==> src/rtl/rxa_pkg.sv <==
package rxa_pkg;
  localparam int DATA_W   = 8;
  localparam int MAX_MULT = 64;
  localparam int CNT_W    = $clog2(MAX_MULT) + 1;
  localparam int IDX_W    = $clog2(DATA_W);

  typedef enum logic [2:0] {
    S_IDLE, S_START, S_DATA, S_PAR, S_STOP, S_GUARD
  } rxState_e;

  typedef struct packed {
    logic             frameBegin;
    logic             dataBit;
    logic             parBit;
    logic             stopBit;
    logic [IDX_W-1:0] bitIdx;
  } rxStrobe_t;

  // Index of the last data bit for a length code (5,7,6,8 bits).
  function automatic logic [IDX_W-1:0] lastIdxOf(input logic [1:0] code);
    case (code)
      2'b00:   return IDX_W'(4);
      2'b01:   return IDX_W'(6);
      2'b10:   return IDX_W'(5);
      default: return IDX_W'(7);
    endcase
  endfunction

  function automatic logic [CNT_W-1:0] multOf(input logic [1:0] code);
    case (code)
      2'b00:   return CNT_W'(1);
      2'b01:   return CNT_W'(16);
      2'b10:   return CNT_W'(32);
      default: return CNT_W'(MAX_MULT);
    endcase
  endfunction

  // Dead time after the stop sample, in ticks.
  function automatic logic [CNT_W-1:0] guardOf(input logic [1:0] stopCode,
                                               input logic [CNT_W-1:0] mult);
    case (stopCode)
      2'b10:   return (mult == CNT_W'(1)) ? CNT_W'(1) : (mult >> 1);
      2'b11:   return mult;
      default: return '0;
    endcase
  endfunction
endpackage

==> src/rtl/rxa_ctrl.sv <==
module rxa_ctrl
  import rxa_pkg::*;
(
  input  logic       clk,
  input  logic       rstN,
  input  logic       rxLine,
  input  logic       bitTick,
  input  logic       rxEnable,
  input  logic [1:0] sizeCode,
  input  logic [1:0] multCode,
  input  logic [1:0] stopCode,
  input  logic       parEnable,
  output rxStrobe_t  strobe
);
  rxState_e         state, nextState;
  logic [CNT_W-1:0] cnt, nextCnt, cntInc, mult, half, guard;
  logic [IDX_W-1:0] idx, nextIdx, lastIdx;

  always_comb begin
    mult      = multOf(multCode);
    half      = mult >> 1;
    guard     = guardOf(stopCode, mult);
    lastIdx   = lastIdxOf(sizeCode);
    cntInc    = cnt + 1'b1;
    nextState = state;
    nextCnt   = cnt;
    nextIdx   = idx;
    strobe    = '0;
    strobe.bitIdx = idx;
    if (!rxEnable) begin
      nextState = S_IDLE;
      nextCnt   = '0;
      nextIdx   = '0;
    end else if (bitTick) begin
      case (state)
        S_IDLE: if (!rxLine) begin
          nextCnt = '0;
          nextIdx = '0;
          if (mult == CNT_W'(1)) begin
            nextState = S_DATA;
            strobe.frameBegin = 1'b1;
          end else begin
            nextState = S_START;
          end
        end
        S_START: if (cntInc == half) begin
          nextCnt = '0;
          if (!rxLine) begin
            nextState = S_DATA;
            strobe.frameBegin = 1'b1;
          end else begin
            nextState = S_IDLE;
          end
        end else nextCnt = cntInc;
        S_DATA: if (cntInc == mult) begin
          nextCnt = '0;
          strobe.dataBit = 1'b1;
          if (idx == lastIdx) nextState = parEnable ? S_PAR : S_STOP;
          else nextIdx = idx + 1'b1;
        end else nextCnt = cntInc;
        S_PAR: if (cntInc == mult) begin
          nextCnt = '0;
          strobe.parBit = 1'b1;
          nextState = S_STOP;
        end else nextCnt = cntInc;
        S_STOP: if (cntInc == mult) begin
          nextCnt = '0;
          strobe.stopBit = 1'b1;
          nextState = (guard == '0) ? S_IDLE : S_GUARD;
        end else nextCnt = cntInc;
        S_GUARD: if (cntInc == guard) begin
          nextCnt = '0;
          nextState = S_IDLE;
        end else nextCnt = cntInc;
        default: nextState = S_IDLE;
      endcase
    end
  end

  always_ff @(posedge clk) begin
    if (!rstN) begin
      state <= S_IDLE;
      cnt   <= '0;
      idx   <= '0;
    end else begin
      state <= nextState;
      cnt   <= nextCnt;
      idx   <= nextIdx;
    end
  end

  // at most one sampling action per cycle
  p_strobe_onehot_r3: assert property (@(posedge clk) disable iff (!rstN)
    $onehot0({strobe.frameBegin, strobe.dataBit, strobe.parBit, strobe.stopBit}));

  // a disabled receiver is parked in idle
  p_idle_when_off_r14: assert property (@(posedge clk) disable iff (!rstN)
    !rxEnable |=> (state == S_IDLE));
endmodule

==> src/rtl/rxa_dpath.sv <==
module rxa_dpath
  import rxa_pkg::*;
(
  input  logic              clk,
  input  logic              rstN,
  input  logic              rxLine,
  input  rxStrobe_t         strobe,
  input  logic              parEven,
  input  logic [1:0]        irqMode,
  input  logic              parSpecial,
  input  logic              dataRead,
  input  logic              errClear,
  input  logic              rearmFirst,
  output logic [DATA_W-1:0] rxData,
  output logic              rxReady,
  output logic              errFe,
  output logic              errOv,
  output logic              errPe,
  output logic              rxIrq
);
  logic [DATA_W-1:0] shiftReg;
  logic parBad, armed, firstHit, special;

  always_ff @(posedge clk) begin
    if (!rstN) begin
      shiftReg <= '0;
      parBad   <= 1'b0;
    end else if (strobe.frameBegin) begin
      shiftReg <= '0;
      parBad   <= 1'b0;
    end else if (strobe.dataBit) begin
      shiftReg[strobe.bitIdx] <= rxLine;
    end else if (strobe.parBit) begin
      parBad <= (^shiftReg) ^ rxLine ^ ~parEven;
    end
  end

  always_ff @(posedge clk) begin
    if (!rstN) begin
      rxData   <= '0;
      rxReady  <= 1'b0;
      errFe    <= 1'b0;
      errOv    <= 1'b0;
      errPe    <= 1'b0;
      armed    <= 1'b1;
      firstHit <= 1'b0;
    end else begin
      errFe <= (errFe & ~errClear) | (strobe.stopBit & ~rxLine);
      errOv <= (errOv & ~errClear) | (strobe.stopBit & rxReady & ~dataRead);
      errPe <= (errPe & ~errClear) | (strobe.stopBit & parBad);
      if (strobe.stopBit) begin
        rxData  <= shiftReg;
        rxReady <= 1'b1;
      end else if (dataRead) begin
        rxReady <= 1'b0;
      end
      if (strobe.stopBit && armed && irqMode == 2'b01) begin
        firstHit <= 1'b1;
        armed    <= 1'b0;
      end else begin
        if (dataRead)   firstHit <= 1'b0;
        if (rearmFirst) armed    <= 1'b1;
      end
    end
  end

  always_comb begin
    special = errFe | errOv | (errPe & parSpecial);
    case (irqMode)
      2'b01:   rxIrq = special | firstHit;
      2'b10:   rxIrq = special | rxReady;
      2'b11:   rxIrq = special;
      default: rxIrq = 1'b0;
    endcase
  end

  // a sampled stop bit always leaves a character ready
  p_ready_on_stop_r2: assert property (@(posedge clk) disable iff (!rstN)
    strobe.stopBit |=> rxReady);

  // completion over an unread character records an overrun
  p_overrun_set_r7: assert property (@(posedge clk) disable iff (!rstN)
    (strobe.stopBit && rxReady && !dataRead) |=> errOv);

  // framing flag only drops after a clear request
  p_fe_sticky_r8: assert property (@(posedge clk) disable iff (!rstN)
    $fell(errFe) |-> $past(errClear));

  // a read with no completing character empties the holder
  p_read_clears_r9: assert property (@(posedge clk) disable iff (!rstN)
    (dataRead && !strobe.stopBit) |=> !rxReady);

  // policy 00 never requests
  p_no_irq_mode0_r10: assert property (@(posedge clk) disable iff (!rstN)
    (irqMode == 2'b00) |-> !rxIrq);
endmodule

==> src/rtl/async_rx_irq.sv <==
module async_rx_irq
  import rxa_pkg::*;
(
  input  logic              clk,
  input  logic              rstN,
  input  logic              rxLine,
  input  logic              bitTick,
  input  logic [7:0]        rxCtrl,
  input  logic [7:0]        modeCtrl,
  input  logic [7:0]        intCtrl,
  input  logic              dataRead,
  input  logic              errClear,
  input  logic              rearmFirst,
  output logic [DATA_W-1:0] rxData,
  output logic              rxReady,
  output logic [7:0]        errStatus,
  output logic              rxIrq
);
  rxStrobe_t strobe;
  logic errFe, errOv, errPe;
  logic unusedCfg;

  assign unusedCfg = ^{rxCtrl[5:1], modeCtrl[5:4], intCtrl[7:5], intCtrl[1:0]};

  rxa_ctrl u_ctrl (
    .clk       (clk),
    .rstN      (rstN),
    .rxLine    (rxLine),
    .bitTick   (bitTick),
    .rxEnable  (rxCtrl[0]),
    .sizeCode  (rxCtrl[7:6]),
    .multCode  (modeCtrl[7:6]),
    .stopCode  (modeCtrl[3:2]),
    .parEnable (modeCtrl[0]),
    .strobe    (strobe)
  );

  rxa_dpath u_dpath (
    .clk        (clk),
    .rstN       (rstN),
    .rxLine     (rxLine),
    .strobe     (strobe),
    .parEven    (modeCtrl[1]),
    .irqMode    (intCtrl[4:3]),
    .parSpecial (intCtrl[2]),
    .dataRead   (dataRead),
    .errClear   (errClear),
    .rearmFirst (rearmFirst),
    .rxData     (rxData),
    .rxReady    (rxReady),
    .errFe      (errFe),
    .errOv      (errOv),
    .errPe      (errPe),
    .rxIrq      (rxIrq)
  );

  assign errStatus = {1'b0, errFe, errOv, errPe, 4'b0000};
endmodule

==> config.mk <==
export PLATFORM = sky130hd
export DESIGN_NAME = async_rx_irq
export DESIGN_NICKNAME = d
export VERILOG_FILES = /design/src/rtl/rxa_pkg.sv /design/src/rtl/rxa_ctrl.sv /design/src/rtl/rxa_dpath.sv /design/src/rtl/async_rx_irq.sv
export SDC_FILE = /design/constraint.sdc
export NUM_CORES = 1
export LEC_CHECK = 0
export BUFFER_PORTS_ARGS = -buffer_cell sky130_fd_sc_hd__buf_2
export CAP_MARGIN = 20
export CORE_MARGIN = 3
export CORE_UTILIZATION = 51
export CTS_CLUSTER_SIZE = 30
export DETAILED_ROUTE_END_ITERATION = 8
export HOLD_SLACK_MARGIN = 0.15
export MAX_ROUTING_LAYER = met4
export PLACE_DENSITY = 0.87
export SLEW_MARGIN = 20
export SYNTH_ARGS = -nofsm -noshare
export SYNTH_HDL_FRONTEND = slang
export SYNTH_SLANG_ARGS = --single-unit
export TNS_END_PERCENT = 100
==> constraint.sdc <==
create_clock -name clk -period 2.82 [get_ports clk]
set_clock_uncertainty 0.15 [all_clocks]
set_input_delay 0 -clock clk [delete_from_list [all_inputs] [get_ports clk]]
set_output_delay 0 -clock clk [all_outputs]
set_load 0.05 [all_outputs]
==> out/qor.csv <==
metric;value;unit
post-route-drc-count;0;
setup_tns;0;ns
required;2.87;ns
floorplan.rows;25;
boundaryPins;49;
initial_core_util;0.546;
seqCellArea;732;um2
drtIter0Drc;332;
worstMarginPinSlew;0.508;ns
cts_root_buffer;clkbuf_8;
wirelength;7.56;mm
p_leak;0.00133;uW
avgRoutedWirePerCell;16.7;um
syn_inst;333;
placed_cell_area;2900;um2
layout.nets;422;
core_area;4880;um2
ys_seq_area_frac;0.270;
endpoint_kind;register;
outcome;finished, final reports clean;
ys_ff_latch;36;
async_flop_share;0;
final.fill_count;372;
place_congestion;0.912;
synth_edf_count;0;
dr.pass1.iters;6;
die_x;78.3;um
hpwl;4.85;mm
min_path_type;in -> reg;
vias;2776;
ys.flop_type;dfxtp_1;
setup_viol_count_final;0;
dieArea;6130;um2
cts_sinks;36;
drv_cap;0;
critical_path_class;reg -> reg;
period_minus_slack;2.77;ns
grt.total_usage;0.238;
cts_tree;yes;
slew_headroom;0.661;
cpMaxStageDelayCell;or4_1;
grt_pass1_wl;11.7;mm
irDropWorstVdd;0.276;mV
synth_area;2670;um2
grt_max_degree;19;
postLayoutCellArea;3270;um2
slowest_delay;0.53;ns
rsz0062_at_grt;true;
critPathMaxFanout;8;
power_density;317;nW/um2
fp.dieH;78.3;um
first_global_vias;2522;
ant_nets;0;
crit_chain;buf_6 -> nand3_4 -> xnor2_2 -> or4_1 -> a311oi_1 -> buf_4 -> nand4_1 -> nor3b_2 -> mux2i_1 -> nor2_1;
cts-buffers-inserted;5;
clock_latency;0.30;ns
clock_path_buffers;2;
synth_warnings;0;
start_kind;register;
htree_levels;2;
antenna_found_initial;0;
layout-drive-gt1-share;0.251;
cp.arrival;2.82;ns
fmax;0.361;GHz
yosys.cell_types.count;62;
yosysTopAreaCell;dfxtp_1;
port-buffer-count;31;
synth.area.top_cells;dfxtp_1, mux2i_1, xnor2_1;
viasPerCell;6.13;
multi_input_area;1830;um2
avgSynthCellArea;8.01;um2
path_clk_slew;0.08;ns
area_growth;22.5;%
synth_top_area_frac;0.270;
drv_slew;0;
post-route-period-util;0.983;
hold_violations;0;
diodes;0;
gr-total-overflow;0;
==> per-layer routing <==
| metal | track usage | wire [um] | vias to the layer above |
|---|---|---|---|
| met4 | 0.0734 | 187 | 0 |
| met3 | 0.0573 | 639 | 36 |
| met5 | - | 0 | - |
| li1 | - | - | 1278 |
| met2 | 0.378 | 3590 | 183 |
| met1 | 0.302 | 3150 | 1279 |
==> cells by family (layout without fill, tap and decap cells) <==
family	count (synthesis)	in the layout	synth area share
and+or+nand+nor	139	139	0.293
AOI/OAI and AO/OA	68	68	0.183
buffers and inverters	43	92	0.0821
DFF	36	36	0.270
xor gates and xnor gates	20	20	0.0657
muxes	20	20	0.0760
adders and majority gates	6	6	0.0282
other	1	5	0.00141
==> sequential cells by signal, indices dropped and copies added, names as in the netlist, 3 cells and up <==
register and count:
u_ctrl.state 3, u_dpath.shiftReg 8, u_ctrl.idx 3, u_dpath.rxData 8, u_ctrl.cnt 7
==> Yosys cell counts (all sizes together) (6+ instances only) <==
library cell / instances
buf: 18
inv: 14
o21ai: 17
or3: 6
mux2i: 18
ha: 6
a21oi: 9
nor2b: 12
clkbuf: 11
nand2: 29
dfxtp: 36
nor2: 24
nand2b: 8
and2: 8
nand3: 16
nor3: 6
xnor2: 17
==> per-stage QoR <==
stage / std cells / util / setup slack, ns / hold slack, ns / total power (uW)
detailed placement: 426 / 0.595 / 0.0115 / 0.151 / 646
finish: 453 / 0.669 / 0.0467 / 0.281 / 1040
global route: 453 / 0.669 / -0.126 / 0.351 / 1060
floorplan: 337 / - / 0.0371 / 0.0169 / 614
CTS: 444 / 0.634 / 0.00746 / 0.211 / 1020
global placement: 426 / 0.595 / 0.0796 / 0.123 / 642
==> critical path, delay by kind of cell, from the launching register on <==
family	cells	cell delay (ns)
AND/OR/NAND/NOR	5	1.21
multiplexers	1	0.20
flip-flops	1	0.36
AO/OA/AOI/OAI	1	0.27
buffers and inverters	2	0.33
XOR/XNOR	1	0.14
==> layout make-up <==
class | instances | area share
multi-input combinational | 258 | 0.559
sequential | 36 | 0.224
timing repair buffer | 70 | 0.148
tap | 67 | 0.0257
clock buffer | 5 | 0.0211
inverter | 14 | 0.0161
clock inverter | 3 | 0.00574
==> final timing paths <==
path / start / depth (start not counted) / end / slack [ns]
setup / recovery: u_ctrl.cnt[1] / 10 / u_dpath.shiftReg[5] / 0.05
hold reg to reg: u_dpath.shiftReg[0] / 2 / u_dpath.shiftReg[0] / 0.36
hold / removal: intCtrl[4] / 6 / u_dpath.firstHit / 0.28
setup reg to reg: u_ctrl.cnt[1] / 10 / u_dpath.shiftReg[5] / 0.05
==> report_power, final <==
group	switching (uW)	leakage, uW	internal [uW]
sequential	2.89	0.000293	507
combinational	87.9	0.000989	56.3
clock	210	0.0000479	172
total	301	0.00133	736
==> cells in the final DEF, fill, tap and decap left out, types with 4 or more instances in the layout <==
| cell | synthesis | routed |
|---|---|---|
| dlygate4sd3_1 | 0 | 10 |
| nor2_1 | 23 | 22 |
| nor3_1 | 6 | 5 |
| inv_1 | 14 | 14 |
| o22ai_1 | 4 | 4 |
| nand4b_1 | 4 | 4 |
| ha_1 | 6 | 5 |
| a31oi_1 | 4 | 4 |
| and2_1 | 8 | 7 |
| nand4_1 | 4 | 4 |
| xnor2_1 | 17 | 16 |
| o21ai_0 | 15 | 15 |
| conb_1 | 1 | 5 |
| or3_1 | 6 | 6 |
| nor2b_1 | 12 | 12 |
| mux2i_1 | 18 | 18 |
| buf_4 | 9 | 26 |
| nand3_1 | 15 | 14 |
| nand3b_1 | 4 | 4 |
| a211o_1 | 4 | 4 |
| a21o_1 | 4 | 4 |
| a21oi_1 | 9 | 9 |
| buf_2 | 7 | 31 |
| dfxtp_1 | 36 | 31 |
| nand2_1 | 28 | 28 |
| clkbuf_8 | 0 | 5 |
| nand2b_1 | 8 | 8 |
==> timing repair <==
action                                 in CTS  in global routing
endpoints found under the hold margin      31                  0
resized for setup                           0                 24
setup endpoints to repair                   0                 28
buffers inserted                            0                  9
hold buffers                               10                  0
Note: power is estimated with default switching activity, not from simulation.
